==> src/rtl/rxchk_pkg.sv <==
package rxchk_pkg;
  typedef logic [7:0] byte_t;

  localparam int unsigned ST_OVF   = 0;
  localparam int unsigned ST_CRC   = 1;
  localparam int unsigned ST_DRIB  = 2;
  localparam int unsigned ST_SHORT = 3;
  localparam int unsigned ST_EOF   = 4;
  localparam int unsigned ST_GOOD  = 5;
  localparam int unsigned ST_OLD   = 7;
  localparam int unsigned CMD_KEEP = 6;
  localparam int unsigned MASK_W   = 6;

  localparam logic [31:0] CRC_POLY    = 32'hEDB88320;
  localparam logic [31:0] CRC_PRESET  = 32'hFFFFFFFF;
  localparam logic [31:0] CRC_RESIDUE = 32'hDEBB20E3;

  function automatic logic [31:0] crc_step(input logic [31:0] c, input byte_t d);
    logic [31:0] r;
    r = c;
    for (int b = 0; b < 8; b++) begin
      if (r[0] ^ d[b]) r = (r >> 1) ^ CRC_POLY;
      else             r = r >> 1;
    end
    return r;
  endfunction
endpackage

==> src/rtl/rxchk_strip.sv <==
module rxchk_strip
  import rxchk_pkg::*;
#(
  parameter int unsigned HOLD = 4
) (
  input  logic       clk,
  input  logic       rst,
  input  logic       take,
  input  logic       first,
  input  logic       last,
  input  logic       keep_cmd,
  input  byte_t      data,
  output logic       we_o,
  output logic [8:0] wdata_o,
  output logic       commit_o
);
  byte_t           sr [HOLD];
  logic [HOLD-1:0] sv;
  logic            keep_q, flush_q;
  logic            keep_now, tap_v, emit, we_n;
  byte_t           tap_d;
  logic [8:0]      wd_n;

  assign keep_now = first ? keep_cmd : keep_q;
  assign tap_v    = keep_now ? sv[0] : sv[HOLD-1];
  assign tap_d    = keep_now ? sr[0] : sr[HOLD-1];
  assign emit     = take && !first && tap_v;

  always_comb begin
    we_n = 1'b0;
    wd_n = '0;
    if (flush_q) begin
      we_n = 1'b1;
      wd_n = {1'b1, sr[0]};
    end else if (emit) begin
      we_n = 1'b1;
      wd_n = {last && !keep_now, tap_d};
    end
  end

  assign commit_o = we_n && wd_n[8];

  always_ff @(posedge clk) begin
    if (rst) sr[0] <= '0;
    else if (take) sr[0] <= data;
  end

  for (genvar i = 1; i < HOLD; i++) begin : g_stage
    always_ff @(posedge clk) begin
      if (rst) sr[i] <= '0;
      else if (take) sr[i] <= sr[i-1];
    end
  end

  always_ff @(posedge clk) begin
    if (rst) begin
      sv      <= '0;
      keep_q  <= 1'b0;
      flush_q <= 1'b0;
      we_o    <= 1'b0;
      wdata_o <= '0;
    end else begin
      if (take) sv <= first ? HOLD'(1) : {sv[HOLD-2:0], 1'b1};
      if (take && first) keep_q <= keep_cmd;
      flush_q <= take && last && keep_now;
      we_o    <= we_n;
      wdata_o <= wd_n;
    end
  end
endmodule

==> config.mk <==
export PLATFORM = sky130hd
export DESIGN_NAME = rxchk_strip
export DESIGN_NICKNAME = d
export VERILOG_FILES = /design/src/rtl/rxchk_pkg.sv /design/src/rtl/rxchk_strip.sv
export SDC_FILE = /design/constraint.sdc
export NUM_CORES = 1
export LEC_CHECK = 0
export ABC_AREA = 1
export BUFFER_PORTS_ARGS = -buffer_cell sky130_fd_sc_hd__buf_2
export CAP_MARGIN = 40
export CORE_UTILIZATION = 50
export CTS_CLUSTER_DIAMETER = 100
export DETAILED_ROUTE_END_ITERATION = 6
export GPL_TIMING_DRIVEN = 0
export PLACE_DENSITY = 0.7
export SKIP_LAST_GASP = 1
export SYNTH_ARGS = -nofsm -noshare
export SYNTH_HDL_FRONTEND = slang
export SYNTH_SLANG_ARGS = --single-unit
==> constraint.sdc <==
create_clock -name clk -period 1.3 [get_ports clk]
set_input_delay 0.13 -clock clk [delete_from_list [all_inputs] [get_ports clk]]
set_output_delay 0.13 -clock clk [all_outputs]
set_load 0.02 [all_outputs]
==> parameters.txt <==
Parameter                              Value

STA
  Worst slew margin relative to its limit    0.473
  Upper clock frequency limit    769 MHz
  TNS Setup    0 ps
  Largest clock skew in the final design    6.86 ps
  Period minus WS final    1300 ps
  Min setup slack post-route    0.113 ps
  Worst-margin pin slew    788 ps
  Final hold vios    0
  Setup repair after global routing missed its margin    yes
  Share of the clock period used by the worst path after layout    1.00
  Final setup viols    0
  Max-slew violations    0

Floorplanning
  Effective utilization at floorplan    0.540
  Number of primary I/O pins    25
  Number of placement rows    21
  DIE WIDTH    63.2 um
  Die height    63.2 um
  Floorplan Core Area    0.00347 mm^2
  Die area    0.00399 mm^2

Placement
  Cells after DPL    257
  HPWL reported at the end of detailed placement    1940 um
  Port buffer count    24
  Area after DPL    0.00205 mm^2
  Weighted congestion at the end of routability-driven global placement    0.789
  Placement-stage worst setup slack    -60.3 ps

Critical path
  Maximum single-stage delay on the critical path    330 ps
  Type of element launching the critical path    flop
  Crit Path Max Fanout    3
  CP Data Required Time    1170 ps
  Bufs and invs on worst path    2
  Largest delay contributor family on the critical path    flip-flops
  Data arrival, critical path    1170 ps
  Slowest cell on the critical path    dfxtp_2
  Critical Path Sink Type    output pin
  Top cell by count, worst path    nand3_2
  Cell breakdown of the critical path    inv_2 -> nand2_4 -> nand3_2 -> nand3_2 -> o21ai_1 -> buf_4
  Worst setup path category    flop to output pin

CTS
  Clock slew at the register clock pins of the worst setup and hold paths    80 ps
  # Post-CTS Setup Buffers    0
  Buffer depth of the longest clock path    2
  TritonCTS clock tree    built
  Buffer type at the clock tree root    clkbuf_8
  Quantity of hold-fixing buffers added after cts    0
  Clock sink total    48
  Depth of the CTS H-tree    2
  Latest clock arrival within the worst-skew pair    290 ps
  Total clock buffers created by CTS    5

Cells and area
  Post-route insts no fill    265
  Net count, final    232
  Design area    0.00216 mm^2
  Ant diodes    0
  Leading cell type in the layout, fill and taps excluded    inv_1
  Filler cells    314
  Most frequent cells in the layout    inv_1, nor2_1, edfxtp_1
  Ratio of cells with drive above 1 in the final layout    0.205
  Final design utilization    0.622
  Growth of design area from synthesis to finish    15.3%

Synth
  Cells after Synth    187
  Proportion of synthesized chip area in sequential cells    0.684
  Net Count, Synth    201
  Dominant cells by area after synthesis    edfxtp_1, dfxtp_1, inv_1
  Share of the synthesized area in the top cell type    0.513
  Netlist area before placement    0.00187 mm^2
  Leading area contributor after synthesis    edfxtp_1
  Count of different cell masters after synthesis    15
  Total of flip-flops plus latches after synthesis    48
  Average size of a mapped cell    10.0 um^2
  Synth warn    0

Global route
  Overall global routing resource usage    0.171
  Overall overflow remaining after global route    0
  Antenna violations before repair    0
  Global-route wire length before repair    5130 um
  Pin count of the biggest net entering global routing    36
  Vias in the first global route    1194

Power and ir drop
  Clock group share of total power    0.297
  Lkg Pwr    0.000995 uW
  Total net switching power    639 uW
  Net switching share of the total power    0.228
  Internal portion of total power    2170 uW
  Peak VDD IR    0.000735 V
  Power per unit of standard cell area    1300 mW/mm^2
  Logic pwr share    0.083
  Share of total power in sequential cells    0.620

Routing
  Total number of vias    1197
  Antenna viol nets, final    0
  WL final    2930 um
  Number of detailed-routing iterations run before antenna repair    4
  Vias per inst    4.52
  1st-iter DRT viols    51
  Residual DRC    0
  Routed wire per std cell    11.1 um

Flow run
  Max Cap Violations    0

Outcome
  Run status    finished clean

Worst hold path
  Worst hold path class    input pin to flop
metal layers:
layer,vias to the layer above,part of all wire,track usage
li1,624,-,-
met1,551,0.43,0.195
met2,17,0.53,0.297
met3,5,0.029,0.0598
met4,0,0.015,0.0597
met5,-,0,0
worst reg2reg max path, cell delays in order (launching register included):
cell and delay, ps:
dfxtp_2 330, inv_2 70, nand2_4 70, a21oi_4 240, buf_6 180, nand2_1 50
o21ai_0 60, nor2_1 60
path summary, 6_finish.rpt:
kind	end	slack, ps	depth (start not counted)	startpoint
setup / recovery	commit_o	0.1	6	keep_q$_SDFFE_PP0P_
hold / removal	sv[2]$_SDFFE_PP0P_	100	2	rst
setup reg to reg	wdata_o[7]$_SDFF_PP0_	140	7	keep_q$_SDFFE_PP0P_
hold reg to reg	sv[2]$_SDFFE_PP0P_	480	2	sv[2]$_SDFFE_PP0P_
cell families (layout without fill, tap and decap cells):
kind of cell	Yosys count	in the layout	share of synthesized area
and+or+nand+nor	66	66	0.140
DFF	48	48	0.684
buffers and inverters	57	89	0.120
AOI/OAI and AO/OA	16	16	0.0548
state kept, by name, indices dropped and copies added (netlist names):
register	count
keep_q	1
sv	4
we_o	1
wdata_o	9
flush_q	1
sr	32
what timing repair did:
| item | CTS | global route |
|---|---|---|
| gates resized for setup | 8 | 0 |
| gates cloned | 0 | 0 |
| setup endpoints to repair | 1 | 1 |
| pin swaps | 1 | 0 |
final cells by class:
class / instances / area, um^2 / area share
inverter: 53 / 199 / 0.0922
sequential: 48 / 1280 / 0.594
buffer: 4 / 26.3 / 0.0122
clock buffer: 6 / 72.6 / 0.0336
timing repair buffer: 24 / 123 / 0.0568
multi-input combinational: 82 / 385 / 0.179
tap: 46 / 57.6 / 0.0267
clock inverter: 2 / 12.5 / 0.00580
through the flow:
step | power, uW | hold slack [ps]
floorplan | 1920 | 242
global placement | 1990 | 389
detailed placement | 2000 | 403
CTS | 2840 | 86.4
global route | 2940 | 88.0
finish | 2810 | 95.9
power groups by stage:
stage	combinational (uW)	sequential [uW]	clock (uW)
after global placement	218	1770	0
after CTS	235	1740	864
after detailed placement	226	1770	0
after global routing	267	1750	926
final	232	1740	834
after floorplan	148	1770	0
Yosys cell counts:
| library cell | count |
|---|---|
| a21oi_1 | 1 |
| a21oi_4 | 1 |
| buf_2 | 3 |
| buf_6 | 1 |
| dfxtp_1 | 16 |
| edfxtp_1 | 32 |
| inv_1 | 53 |
| nand2_1 | 17 |
| nand2_2 | 3 |
| nand3_1 | 3 |
| nor2_1 | 42 |
| nor3b_1 | 1 |
| o21ai_0 | 10 |
| o21ai_1 | 1 |
| o32ai_1 | 3 |
(Power assumes the default switching activity.)
